## config.mk

```make
export PLATFORM = sky130hd
export DESIGN_NAME = wdog_ctrl
export DESIGN_NICKNAME = d
export VERILOG_FILES = /design/src/rtl/wdog_pkg.sv /design/src/rtl/wdog_counter.sv /design/src/rtl/wdog_fsm.sv /design/src/rtl/wdog_regs.sv /design/src/rtl/wdog_ctrl.sv
export SDC_FILE = /design/constraint.sdc
export NUM_CORES = 1
export LEC_CHECK = 0
export ABC_AREA = 1
export ABC_CLOCK_PERIOD_IN_PS = 1300
export BUFFER_PORTS_ARGS = -buffer_cell sky130_fd_sc_hd__buf_4
export CAP_MARGIN = 10
export CORE_ASPECT_RATIO = 0.9
export CORE_UTILIZATION = 36
export DETAILED_ROUTE_END_ITERATION = 6
export PLACE_DENSITY_LB_ADDON = 0.3
export SYNTH_ARGS = -nofsm -noshare
export SYNTH_HDL_FRONTEND = slang
export SYNTH_SLANG_ARGS = --single-unit
```

## constraint.sdc

```tcl
create_clock -name clk -period 1.3 [get_ports clk]
set_input_delay 0.26 -clock clk [delete_from_list [all_inputs] [get_ports clk]]
set_output_delay 0.26 -clock clk [all_outputs]
set_load 0.005 [all_outputs]
```

## src/rtl/wdog_pkg.sv

```systemverilog
package wdog_pkg;
    localparam int unsigned ADDR_W   = 3;
    localparam int unsigned HALT_BIT = 11;
    localparam int unsigned KEEP_BIT = 9;

    localparam logic [ADDR_W-1:0] A_CTRL  = 3'd0;
    localparam logic [ADDR_W-1:0] A_TOVAL = 3'd1;
    localparam logic [ADDR_W-1:0] A_KICK  = 3'd2;
    localparam logic [ADDR_W-1:0] A_STS1  = 3'd3;
    localparam logic [ADDR_W-1:0] A_STS2  = 3'd4;
    localparam logic [ADDR_W-1:0] A_IRQEN = 3'd5;
    localparam logic [ADDR_W-1:0] A_GATE  = 3'd6;

    typedef enum logic [1:0] {
        S_HALT = 2'd0,
        S_RUN  = 2'd1,
        S_FIRE = 2'd2
    } wd_state_e;
endpackage

```

## src/rtl/wdog_counter.sv

```systemverilog
module wdog_counter #(
    parameter int unsigned     TW      = 10,
    parameter logic [TW-1:0]   RST_VAL = 10'd16
) (
    input  logic          clk,
    input  logic          rst_n,
    input  logic          run,
    input  logic          tick,
    input  logic          reload,
    input  logic [TW-1:0] load_val,
    output logic [TW-1:0] count,
    output logic          expire
);
    localparam logic [TW-1:0] LAST = TW'(1);

    // a kick in the expiry cycle wins: the expiry is suppressed
    always_comb expire = run && tick && (count == LAST) && !reload;

    always_ff @(posedge clk or negedge rst_n) begin
        if (!rst_n) begin
            count <= RST_VAL;
        end else if (reload || expire) begin
            count <= load_val;
        end else if (run && tick) begin
            count <= count - LAST;
        end
    end
endmodule

```

## src/rtl/wdog_fsm.sv

```systemverilog
module wdog_fsm
    import wdog_pkg::*;
(
    input  logic clk,
    input  logic rst_n,
    input  logic halt,
    input  logic expire,
    input  logic to_flag,
    input  logic no_reboot,
    output logic set_to,
    output logic set_sec,
    output logic rst_req
);
    wd_state_e state_q, state_d;
    logic      fire_go;

    always_comb fire_go = expire && to_flag && !no_reboot;

    always_ff @(posedge clk or negedge rst_n) begin
        if (!rst_n) state_q <= S_HALT;
        else        state_q <= state_d;
    end

    always_comb begin
        state_d = state_q;
        unique case (state_q)
            S_HALT: begin
                if (!halt) state_d = fire_go ? S_FIRE : S_RUN;
            end
            S_RUN: begin
                if (fire_go)   state_d = S_FIRE;
                else if (halt) state_d = S_HALT;
            end
            S_FIRE: begin
                state_d = halt ? S_HALT : S_RUN;
            end
            default: state_d = S_HALT;
        endcase
    end

    always_comb begin
        set_to  = expire && !to_flag;
        set_sec = expire && to_flag;
        rst_req = (state_q == S_FIRE);
    end
endmodule

```

## src/rtl/wdog_regs.sv

```systemverilog
module wdog_regs
    import wdog_pkg::*;
#(
    parameter int unsigned   DW     = 16,
    parameter int unsigned   TW     = 10,
    parameter int unsigned   TMIN   = 2,
    parameter int unsigned   TO_DEF = 16
) (
    input  logic              clk,
    input  logic              rst_n,
    input  logic              por_n,
    input  logic              wr,
    input  logic [ADDR_W-1:0] addr,
    input  logic [DW-1:0]     wdata,
    input  logic              nr_lock,
    input  logic              set_to,
    input  logic              set_sec,
    output logic [DW-1:0]     rdata,
    output logic              halt,
    output logic [TW-1:0]     toval,
    output logic              reload,
    output logic              to_flag,
    output logic              sec_flag,
    output logic              smi_en,
    output logic              no_reboot
);
    localparam int unsigned TMAX = (1 << TW) - 1;

    logic keep_q;
    logic boot_flag;
    logic wr_ctrl, wr_tov, wr_sts1, wr_sts2, wr_ien, wr_gate;

    function automatic logic [TW-1:0] clamp_tov(input logic [DW-1:0] v);
        if (v < DW'(TMIN))      return TW'(TMIN);
        else if (v > DW'(TMAX)) return TW'(TMAX);
        else                    return v[TW-1:0];
    endfunction

    always_comb begin
        wr_ctrl = wr && (addr == A_CTRL);
        wr_tov  = wr && (addr == A_TOVAL);
        wr_sts1 = wr && (addr == A_STS1);
        wr_sts2 = wr && (addr == A_STS2);
        wr_ien  = wr && (addr == A_IRQEN);
        wr_gate = wr && (addr == A_GATE);
        reload  = wr && (addr == A_KICK) && (|wdata[4:0]);
    end

    always_ff @(posedge clk or negedge rst_n) begin
        if (!rst_n) begin
            halt      <= 1'b1;
            keep_q    <= 1'b0;
            toval     <= TW'(TO_DEF);
            to_flag   <= 1'b0;
            smi_en    <= 1'b0;
            no_reboot <= 1'b0;
        end else begin
            if (wr_ctrl) begin
                halt   <= wdata[HALT_BIT];
                keep_q <= wdata[KEEP_BIT];
            end
            if (wr_tov) toval <= clamp_tov(wdata);
            if (set_to)                    to_flag <= 1'b1;
            else if (wr_sts1 && wdata[0])  to_flag <= 1'b0;
            if (wr_ien) smi_en <= wdata[0];
            if (nr_lock)      no_reboot <= 1'b1;
            else if (wr_gate) no_reboot <= wdata[0];
        end
    end

    // power-on domain: survives the system reset this block requests
    always_ff @(posedge clk or negedge por_n) begin
        if (!por_n) begin
            sec_flag  <= 1'b0;
            boot_flag <= 1'b1;
        end else begin
            if (set_sec)                  sec_flag <= 1'b1;
            else if (wr_sts2 && wdata[0]) sec_flag <= 1'b0;
            if (wr_sts2 && wdata[1] && !wdata[0]) boot_flag <= 1'b0;
        end
    end

    always_comb begin
        rdata = '0;
        unique case (addr)
            A_CTRL: begin
                rdata[HALT_BIT] = halt;
                rdata[KEEP_BIT] = keep_q;
            end
            A_TOVAL: rdata[TW-1:0] = toval;
            A_STS1:  rdata[0] = to_flag;
            A_STS2: begin
                rdata[0] = sec_flag;
                rdata[1] = boot_flag;
            end
            A_IRQEN: rdata[0] = smi_en;
            A_GATE:  rdata[0] = no_reboot;
            default: rdata = '0;
        endcase
    end
endmodule

```

## src/rtl/wdog_ctrl.sv

```systemverilog
module wdog_ctrl
    import wdog_pkg::*;
#(
    parameter int unsigned DW     = 16,
    parameter int unsigned TW     = 10,
    parameter int unsigned TMIN   = 2,
    parameter int unsigned TO_DEF = 16
) (
    input  logic              clk,
    input  logic              por_n,
    input  logic              rst_n,
    input  logic              tick_en,
    input  logic              nr_lock,
    input  logic              reg_wr,
    input  logic [ADDR_W-1:0] reg_addr,
    input  logic [DW-1:0]     reg_wdata,
    output logic [DW-1:0]     reg_rdata,
    output logic              irq,
    output logic              sys_rst_req
);
    logic          rst_core_n;
    logic          halt, reload, to_flag, sec_flag, smi_en, no_reboot;
    logic          expire, set_to, set_sec;
    logic [TW-1:0] toval, count;

    always_comb rst_core_n = rst_n & por_n;

    wdog_regs #(.DW(DW), .TW(TW), .TMIN(TMIN), .TO_DEF(TO_DEF)) u_regs (
        .clk(clk), .rst_n(rst_core_n), .por_n(por_n),
        .wr(reg_wr), .addr(reg_addr), .wdata(reg_wdata),
        .nr_lock(nr_lock), .set_to(set_to), .set_sec(set_sec),
        .rdata(reg_rdata), .halt(halt), .toval(toval), .reload(reload),
        .to_flag(to_flag), .sec_flag(sec_flag), .smi_en(smi_en),
        .no_reboot(no_reboot)
    );

    wdog_counter #(.TW(TW), .RST_VAL(TW'(TO_DEF))) u_cnt (
        .clk(clk), .rst_n(rst_core_n), .run(!halt), .tick(tick_en),
        .reload(reload), .load_val(toval), .count(count), .expire(expire)
    );

    wdog_fsm u_fsm (
        .clk(clk), .rst_n(rst_core_n), .halt(halt), .expire(expire),
        .to_flag(to_flag), .no_reboot(no_reboot),
        .set_to(set_to), .set_sec(set_sec), .rst_req(sys_rst_req)
    );

    always_comb irq = to_flag && smi_en;
endmodule

```

==> impl_metrics.ini <==
[synthesis]
yosys-top-cells-count = nand2_1 (54), nor2_1 (39), inv_1 (38)
synthArstFlopShare = 1.00
yosys.area.top_type = dfrtp_1
synth_area_um2 = 1890
synth-edff-count = 0
yosys-top-cells-area = dfrtp_1 (33%), nand2_1 (11%), nor2_1 (7.8%), inv_1 (7.6%), nand3_1 (6.4%)
synth_ff_type = dfrtp_1
syn_area_per_cell_um2 = 7.09
yosysSeqAreaShare = 0.388
yosysMostFrequentCell = nand2_1
syn_inst = 266
yosysTopAreaCellShare = 0.332
synth_warnings = 0
ys_types = 29
ys_ff_latch = 29

[floorplan]
die_h_um = 70.7
initial_core_util = 0.381
core-area_um2 = 4950
die_area_um2 = 5530
die_w_um = 78.3
io_pins = 43
fp-row-count = 24

[placed_design]
dp_hpwl_um = 3640
dp.cells = 389
port_buffers = 37
routabilityCongestion = 0.838

[grt]
overflow = 0
grtUsageTotal = 0.191
grtUsageMet2 = 0.310
grt_max_degree = 28
antenna_found_initial = 0
grt_first_pass_wirelength_um = 8180
met1_usage = 0.259
use_met3 = 0.0400
busiest_layer = met2
grt_pass1_vias = 1797

[clock_network]
clock_latency_ps = 290
cts_max_path_buffers = 2
clockRootBuffer = clkbuf_8
clk_pin_slew_ps = 70
htreeDepth = 2
cts.sinks = 29
cts_tree = done
cts_made_buffers = 5

[timing]
final-max-slew-violation-count = 0
rsz0062_at_grt = true
hold_violations = 0
finalSetupViolations = 10
finalClockSkew_ps = 6.87
fin_ws_ps = -165
fmax_mhz = 683
min_period_over_period = 1.13
finalSetupTns_ps = -414
fin_crit_ps = 1470

[detailed_routing]
first_iter_violations = 75
dr_total_vias = 1934
firstDrtPassIters = 4
via_per_inst = 4.74
ant_nets = 0
wire_per_inst_um = 12.2
drc = 0
wl_um = 4990

[setup_path]
startpoint = u_regs.halt
worst_r2r_path_depth = 7
crit_type = reg -> out
crit_fanout = 3
cp-end-kind = output port
required_ps = 1040
start_kind = flop
r2r_start = u_cnt.count[2]
cp.arrival_ps = 1210

[finish]
n_antenna_cell = 0
fin_nets = 369
syn_to_final_growth_pct = 47.4
final_cells = 408
drive_above_1_share = 0.414
n_fill_cell = 469

[power_and_ir_drop]
power_density_nw_per_um2 = 1460
p_clk_frac = 0.184
internal-power_w = 0.00244
pwr-share-seq = 0.352
ir_worst_vdd_uv = 696
combPwrFrac = 0.464
p_leak_nw = 1.42
p_sw_frac = 0.397
switching_power_w = 0.00161

[hold_path]
hold_class = in -> async

[flow_run]
cap_violations = 0

[run_status]
violations = negative setup slack
status = finished, violations left
-- stage by stage --
step	instance area [um^2]	hold WS, ps	power (W)	utilization	setup WS, ps
finish	2780	49.7	0.00405	0.561	-165
global route	2780	90.2	0.00434	0.561	-199
CTS	2670	61.0	0.00380	0.539	-150
detailed placement	2420	47.5	0.00280	0.488	-107
global placement	2420	48.1	0.00277	0.488	-55.9
floorplan	1900	-35.6	0.00220	-	0.736
-- flip-flops by register name (all words and copies together), names as in the netlist --
signal and cells:
u_cnt.count 10, u_regs.toval 10, u_fsm.state_q 2, u_regs.boot_flag 1, u_regs.halt 1, u_regs.keep_q 1
u_regs.no_reboot 1, u_regs.sec_flag 1, u_regs.smi_en 1, u_regs.to_flag 1
-- layout make-up --
cell class,count,area [um^2],share of cell area
clock buffer,5,68.8,0.0248
clock inverter,3,17.5,0.00630
inverter,38,145,0.0522
multi-input combinational,192,1130,0.406
sequential,29,733,0.264
tap,65,81.3,0.0293
timing repair buffer,76,606,0.218
-- kinds of logic (layout without fill, tap and decap cells) --
group	count (synthesis)	in the layout	synth area share
other	1	5	0.00199
AND/OR/NAND/NOR	149	150	0.370
XOR/XNOR	4	4	0.0186
AO/OA/AOI/OAI	31	31	0.0869
adder cells (fa/ha/maj)	2	2	0.0133
flip-flops	29	29	0.388
buffers and inverters	50	122	0.121
-- layout by cell type, fill, tap and decap left out, drive strengths merged --
master       count
o21ai           23
nor4             1
clkbuf           5
clkinvlp         1
clkinv           2
a21boi           1
nand3           25
nand2           63
nor2            43
nand4           10
dfstp            4
inv             38
nand3b           1
nor3             6
xor2             4
and2             1
o2111ai          1
dlygate4sd3      1
a21oi            4
a31oi            2
dfrtp           25
buf             75
conb             5
ha               2
-- power by group through the flow --
stage               Clock [W]  Sequential (W)  Combinational (W)
global placement            0         0.00137            0.00141
CTS                  0.000754         0.00139            0.00166
detailed placement          0         0.00138            0.00142
global route         0.000790         0.00146            0.00210
finish               0.000746         0.00143            0.00188
floorplan                   0         0.00137           0.000839
-- per-layer routing --
metal / wire length, um / vias up / part of all wire
li1: - / 997 / -
met1: 2420 / 889 / 0.49
met2: 2350 / 43 / 0.47
met3: 168 / 5 / 0.034
met4: 55 / 0 / 0.011
met5: 0 / - / 0
-- worst max-delay path, stage by stage, from the launching register on --
cell and delay [ps]:
dfstp_2 550, inv_4 50, nor4_4 160, buf_4 160
-- repair_timing --
item | 4_1_cts | 5_1_grt
cloned | 1 | 0
hold endpoints to repair | 2 | 0
hold buffers | 1 | 0
setup buffers | 5 | 5
pin swaps | 18 | 12
resized for setup | 31 | 26
endpoints found under the setup margin | 23 | 25
-- path summary, 6_finish.rpt --
path                               endpoint  slack (ps)
min reg2reg                   u_regs.keep_q         490
min                        u_regs.no_reboot          50
min in group clk           u_regs.no_reboot         170
max                           reg_rdata[11]        -170
max in group asynchronous   u_regs.toval[4]         340
max reg2reg                  u_cnt.count[0]         -30
No activity file was read; power rests on OpenSTA's default activity.
